[src/rtl/cnv_pkg.sv]
package cnv_pkg;

  typedef enum logic [1:0] {
    ST_ACQ  = 2'd0,
    ST_IDLE = 2'd1,
    ST_CONV = 2'd2
  } cnv_state_e;

  function automatic int unsigned cnv_max(input int unsigned a, input int unsigned b);
    return (a > b) ? a : b;
  endfunction

endpackage

[src/rtl/cnv_start_sync.sv]
module cnv_start_sync #(
  parameter int unsigned STAGES = 2
) (
  input  logic clk,
  input  logic rst,
  input  logic req_n_i,
  output logic level_o,
  output logic fall_o
);

  logic [STAGES-1:0] sync_q;
  logic              prev_q;

  // Synchroniser chain; idle level of the request is high.
  generate
    for (genvar i = 0; i < STAGES; i++) begin : g_stage
      if (i == 0) begin : g_first
        always_ff @(posedge clk) begin
          if (rst) sync_q[0] <= 1'b1;
          else     sync_q[0] <= req_n_i;
        end
      end else begin : g_next
        always_ff @(posedge clk) begin
          if (rst) sync_q[i] <= 1'b1;
          else     sync_q[i] <= sync_q[i-1];
        end
      end
    end
  endgenerate

  always_ff @(posedge clk) begin
    if (rst) prev_q <= 1'b1;
    else     prev_q <= sync_q[STAGES-1];
  end

  assign level_o = sync_q[STAGES-1];
  assign fall_o  = prev_q & ~sync_q[STAGES-1];

endmodule

[src/rtl/cnv_timer.sv]
module cnv_timer #(
  parameter int unsigned CONV_CYCLES = 18,
  parameter int unsigned ACQ_CYCLES  = 6
) (
  input  logic clk,
  input  logic rst,
  input  logic load_conv_i,
  input  logic load_acq_i,
  output logic expired_o
);

  localparam int unsigned MAX_CNT = cnv_pkg::cnv_max(CONV_CYCLES, ACQ_CYCLES);
  localparam int unsigned CNT_W   = (MAX_CNT < 2) ? 1 : $clog2(MAX_CNT);
  localparam logic [CNT_W-1:0] CONV_LOAD = CNT_W'(CONV_CYCLES - 1);
  localparam logic [CNT_W-1:0] ACQ_LOAD  = CNT_W'(ACQ_CYCLES - 1);

  logic [CNT_W-1:0] cnt_q;

  // Reset starts an acquisition window, the same as the end of a conversion.
  always_ff @(posedge clk) begin
    if (rst)                   cnt_q <= ACQ_LOAD;
    else if (load_conv_i)      cnt_q <= CONV_LOAD;
    else if (load_acq_i)       cnt_q <= ACQ_LOAD;
    else if (cnt_q != '0)      cnt_q <= cnt_q - 1'b1;
  end

  assign expired_o = (cnt_q == '0);

endmodule

[src/rtl/cnv_result_reg.sv]
module cnv_result_reg #(
  parameter int unsigned DATA_W = 16
) (
  input  logic              clk,
  input  logic              rst,
  input  logic              capture_i,
  input  logic [DATA_W-1:0] data_i,
  output logic [DATA_W-1:0] result_o,
  output logic              rdy_o
);

  // The result word has no reset, so an abort leaves the last value intact.
  always_ff @(posedge clk) begin
    if (capture_i && !rst) result_o <= data_i;
  end

  always_ff @(posedge clk) begin
    if (rst) rdy_o <= 1'b0;
    else     rdy_o <= capture_i;
  end

endmodule

[src/rtl/cnv_sequencer.sv]
module cnv_sequencer #(
  parameter int unsigned DATA_W      = 16,
  parameter int unsigned CONV_CYCLES = 18,
  parameter int unsigned ACQ_CYCLES  = 6,
  parameter int unsigned SYNC_STAGES = 2
) (
  input  logic              clk,
  input  logic              rst,
  input  logic              start_n,
  input  logic              pwr_dn,
  input  logic              impulse_en,
  input  logic [DATA_W-1:0] conv_data,
  output logic              busy,
  output logic [DATA_W-1:0] result,
  output logic              data_rdy
);

  import cnv_pkg::*;

  cnv_state_e state_q, state_d;
  logic       req_level, req_fall;
  logic       timer_done;
  logic       load_conv, load_acq, capture;

  cnv_start_sync #(.STAGES(SYNC_STAGES)) u_sync (
    .clk     (clk),
    .rst     (rst),
    .req_n_i (start_n),
    .level_o (req_level),
    .fall_o  (req_fall)
  );

  cnv_timer #(.CONV_CYCLES(CONV_CYCLES), .ACQ_CYCLES(ACQ_CYCLES)) u_timer (
    .clk         (clk),
    .rst         (rst),
    .load_conv_i (load_conv),
    .load_acq_i  (load_acq),
    .expired_o   (timer_done)
  );

  cnv_result_reg #(.DATA_W(DATA_W)) u_result (
    .clk       (clk),
    .rst       (rst),
    .capture_i (capture),
    .data_i    (conv_data),
    .result_o  (result),
    .rdy_o     (data_rdy)
  );

  always_comb begin
    state_d   = state_q;
    load_conv = 1'b0;
    load_acq  = 1'b0;
    capture   = 1'b0;
    unique case (state_q)
      ST_ACQ: begin
        if (timer_done) begin
          if (impulse_en && !req_level && !pwr_dn) begin
            state_d   = ST_CONV;
            load_conv = 1'b1;
          end else begin
            state_d = ST_IDLE;
          end
        end
      end
      ST_IDLE: begin
        if (req_fall && !pwr_dn) begin
          state_d   = ST_CONV;
          load_conv = 1'b1;
        end
      end
      ST_CONV: begin
        if (timer_done) begin
          state_d  = ST_ACQ;
          load_acq = 1'b1;
          capture  = 1'b1;
        end
      end
      default: state_d = ST_ACQ;
    endcase
  end

  always_ff @(posedge clk) begin
    if (rst) begin
      state_q <= ST_ACQ;
      busy    <= 1'b0;
    end else begin
      state_q <= state_d;
      busy    <= (state_d == ST_CONV);
    end
  end

endmodule

[config.mk]
export PLATFORM = sky130hd
export DESIGN_NAME = cnv_sequencer
export DESIGN_NICKNAME = d
export VERILOG_FILES = /design/src/rtl/cnv_pkg.sv /design/src/rtl/cnv_start_sync.sv /design/src/rtl/cnv_timer.sv /design/src/rtl/cnv_result_reg.sv /design/src/rtl/cnv_sequencer.sv
export SDC_FILE = /design/constraint.sdc
export NUM_CORES = 1
export LEC_CHECK = 0
export CAP_MARGIN = 25
export CORE_MARGIN = 8
export CORE_UTILIZATION = 50
export CTS_BUF_LIST = sky130_fd_sc_hd__clkbuf_4 sky130_fd_sc_hd__clkbuf_8
export CTS_CLUSTER_DIAMETER = 120
export CTS_CLUSTER_SIZE = 28
export DETAILED_ROUTE_END_ITERATION = 10
export DONT_BUFFER_PORTS = 1
export PLACE_DENSITY = 0.65
export SETUP_SLACK_MARGIN = 0.1
export SLEW_MARGIN = 25
export SYNTH_ARGS = -nofsm -noshare
export SYNTH_HDL_FRONTEND = slang
export SYNTH_SLANG_ARGS = --single-unit
[constraint.sdc]
create_clock -name clk -period 4.3 [get_ports clk]
set_clock_uncertainty 0.1 [all_clocks]
set_input_delay 0.86 -clock clk [delete_from_list [all_inputs] [get_ports clk]]
set_output_delay 0.86 -clock clk [all_outputs]
set_load 0.02 [all_outputs]
* Word level (Yosys, flattened, before mapping)
Index checks and enable logic that the tools add are counted.
Operators by class: equal/unequal tests 3, bitwise gates (word level) 2, $add $sub $neg 1, mux-type cells 14, reduce and logical (&&, ||, !) cells 12
Operators with widths (count):
- 5-bit 2-to-1 mux | 3
- 2-bit 2-to-1 mux | 4
- 2-bit case mux with 3 select lines | 1
- 5-bit zero test | 1
- 1-bit 2-to-1 mux | 5
- 5-bit nonzero test | 1
- 5-bit by 1-bit subtractor with 5-bit output, second input constant | 1
- 2-bit == test, second input constant | 2
- 1-bit logical AND | 4
- 1-bit zero test | 3
- 3-bit nonzero test | 1
- 3-bit OR reduction | 1
- 2-bit by 1-bit == test with 1-bit output, second input constant | 1
- 2-bit zero test | 1
- 1-bit case mux with 2 select lines | 1
- 1-bit AND | 1
- 1-bit inverter | 1
Storage, ports and cells: input bits 21, output and inout port bits 18, word-level logic and storage cells 41, bits in registers 28

* Depth between registers and ports, before layout
depth in word-level cells 7, gate-level depth with buffers 7, depth with buffers taken out 6

* Hierarchy
A second synthesis with hierarchy kept.
Unflattened totals: cell total of the unflattened synthesis 69, area total of the unflattened synthesis 983.4 sq um
Modules (own cells, without submodules):
- cnv_result_reg | area an instance 513.0 sq um, cells an instance 19, times used 1, sequential area each 500.5 sq um
- cnv_timer | area an instance 239.0 sq um, cells an instance 26, times used 1, sequential area each 100.1 sq um
- cnv_sequencer | area an instance 146.4 sq um, cells an instance 17, times used 1, sequential area each 60.1 sq um
- cnv_start_sync | area an instance 85.1 sq um, cells an instance 7, times used 1, sequential area each 60.1 sq um

* Worst setup path after synthesis
OpenSTA, ideal clock, no wires.
kind register to register, start point register u_timer.cnt_q[0], end point register u_result.result_o[0], enable pin, period minus slack after synthesis 3221 ps, setup time 430 ps, cell stages (with the launch flop) 6, setup slack 1079 ps, arrival 2691 ps, path buffers 1, required time 3770 ps, path through dfxtp_1 > inv_1 > ha_1 > or4b_1 > buf_2 > nor4_1
Between the ends: word-level cells in the longest chain between the ends 4
RTL lines:
- start, declared | RTL line cnv_timer.sv:17 | logic [CNT_W-1:0] cnt_q;
- start signal, assigned | RTL line cnv_timer.sv:24 | else if (cnt_q != '0) cnt_q <= cnt_q - 1'b1;
- 5-bit zero test | RTL line cnv_timer.sv:27 | assign expired_o = (cnt_q == '0);
- 1-bit 2-to-1 mux | RTL line cnv_sequencer.sv:73 | if (timer_done) begin
- 1-bit 2-to-1 mux | RTL line cnv_sequencer.sv:55 | unique case (state_q)
- 1-bit logical AND | RTL line cnv_result_reg.sv:14 | if (capture_i && !rst) result_o <= data_i;
- end signal, assigned | RTL line cnv_result_reg.sv:14
- end, declared | RTL line cnv_result_reg.sv:8 | output logic [DATA_W-1:0] result_o,
No other way between the ends. A chain may end at the register's enable or synchronous reset.

* Worst setup path after layout
Ends and elaborated chain as after synthesis.

==> run metrics <==
status completed; register area share after synthesis 71.9%; max-cap violations 0; Netlist cell types 27; Hold Buf Count CTS 0; Primary FF master, synth edfxtp_1; Core Util, Final 55.5%; die width 60.8 um; post-DR wirelength/cell 15.9 um; non-filler cells, final 105; ratio of final minimum period to clock period 47.6%; clock power share 24.9%; total grt overflow 0; Port Buffers 0; CTS Buf Count 3; Total Die Area 3690 um^2; CTS Buffer Depth 2; Area growth, synth to finish 6.49%; detailed-route via count 577; H-tree depth 1; Pint 347 uW; DR iter-0 viols 2; CTS Sinks 28; Slew headroom 54.9%; layout cells sized above 1 12.8%; RD Place Congestion 0.779; switching part of the total 20.0%; CTS tree built; Clock Root Buffer clkbuf_4; crit path max fanout 16; first-pass GRT wire length 2610 um; Post-CTS Repair Setup Buffers 0; IO Pins 39; Peak VDD IR 0.197 mV; Worst-Margin Slew 667 ps; Total GRT Usage 9.68%; final antenna-violating net count 0; Lkg Pwr 0.000339 uW; Sw Pwr 87.0 uW; Syn Area/Cell 13.2 um^2; syn nets 98; synthesis warning total 0; worst path required time 4220 ps; critical path class flip-flop to flip-flop; startpoint class of the critical path flip-flop; clk slew on worst S/H paths 130 ps; Slew Limit Fails 0; hold slack 329 ps; combinational share of power 6.2%; core area 1920 um^2; DP HPWL 1280 um; cell row count 16; Initial Util 52.1%; vias in the first global route 526; flops & latches, synth 28; routed wire length 1670 um; vias per cell 5.50; clk_lat worst skew 310 ps; Post-synth EDFFs 16; pwr dens 407 nW/um^2; setup TNS 0 ps; Mapped Area 1000 um^2; TritonRoute pass-1 iters 4; largest net degree at the start of global routing 17; HP Class flip-flop to flip-flop; chip height 60.8 um; # resized after CTS 0; Fillers 185; nets 101; sequential share of power 68.9%; Final setup violation count 0; CP Capture Type flip-flop; Residual DRC 0; share of flip-flops with an asynchronous set or reset 0%; Fin. Hold Viols 0; Crit path arrival time 1970 ps; Post-Syn Instances 76; initial antenna violation count 0; RSZ-0062 raised after global routing false; ant diodes 0; Power, Total 434 uW; Placed Cells 101; max frequency 489 MHz; clock period minus final worst setup slack 2050 ps
## cells in the mapped netlist (all sizes together) (2+ instances only)
cell type   n  area share (%)
a21oi       4             2.0
clkbuf      2            0.75
dfxtp      12              24
edfxtp     16              48
inv         3             1.1
nand2       3             1.1
nand2b      2             1.2
nor2        2            0.75
nor2b       2             1.2
nor3        6             3.0
nor4        3             1.9
nor4b       2             1.7
o21ai       3             1.5
or2         3             1.9
## flip-flops by register name, indices dropped and copies added (netlist names)
name and count:
busy 1, state_q 2, u_result.rdy_o 1, u_result.result_o 16
u_sync.level_o 1, u_sync.prev_q 1, u_sync.sync_q 1, u_timer.cnt_q 5
## cells by family (layout without fill, tap and decap cells)
logic type | Yosys count | after routing | share of synthesized area (%)
AO/OA/AOI/OAI | 12 | 12 | 6.99
adder cells (fa/ha/maj) | 1 | 1 | 1.25
buffers and inverters | 6 | 8 | 2.37
flip-flops | 28 | 28 | 71.9
AND/OR/NAND/NOR | 29 | 29 | 17.5
## layer usage
metal  global-route usage [%]  routed length [um]
met1                     12.4                 857
met2                     13.7                 690
met3                     2.97                  93
met4                     5.98                  28
met5                        0                   0
## power groups by stage
stage,Combinational [uW],Clock [uW],Sequential (uW)
2_1_floorplan,25.7,0,302
3_3_place_gp,26.2,0,305
3_5_place_dp,27.1,0,305
4_1_cts,27.3,113,299
5_1_grt,30.6,128,301
6_report,27.0,108,299
## cell usage in the layout (no fill, tap or decap), drive strengths merged
cell type,n
or4b,1
o21ai,3
or3b,1
nor2,2
nor3,6
or2,3
o21a,1
and2b,1
ha,1
nor4b,2
dfxtp,12
a21oi,4
nand2b,2
nor4,3
a21o,1
o22ai,1
or3,1
nand2,3
a31oi,1
a211oi,1
or4,1
edfxtp,16
clkbuf,4
nor2b,2
inv,3
buf,1
and2,1
## area by class of cell
class,count,area (um^2),share of cell area (%)
sequential,28,721,67.5
multi-input combinational,42,264,24.7
tap,27,33.8,3.17
clock buffer,4,30.0,2.81
inverter,3,11.3,1.06
timing repair buffer,1,7.51,0.703
## critical path: stages (launching register included)
cell and delay [ps]:
dfxtp_1 340, inv_1 70, ha_1 190, or4b_1 600, nor4_2 190, buf_4 260
## stage by stage
stage	setup WS, ps	cell area (um^2)
2_1_floorplan	1080	1000
6_report	2250	1070
5_1_grt	2130	1070
4_1_cts	2250	1070
3_5_place_dp	2210	1040
3_3_place_gp	2240	1040
## final timing paths
path	start	end	slack [ps]	cells after the start
max	u_timer.cnt_q[0]$_SDFFE_PP1N_	u_result.result_o[0]$_DFFE_PP_	2250	5
min	u_sync.sync_q[0]$_SDFF_PP1_	u_sync.level_o$_SDFF_PP1_	330	1
max reg2reg	u_timer.cnt_q[0]$_SDFFE_PP1N_	u_result.result_o[0]$_DFFE_PP_	2250	5
min reg2reg	u_sync.sync_q[0]$_SDFF_PP1_	u_sync.level_o$_SDFF_PP1_	330	1
No activity file was read; power rests on OpenSTA's default activity.
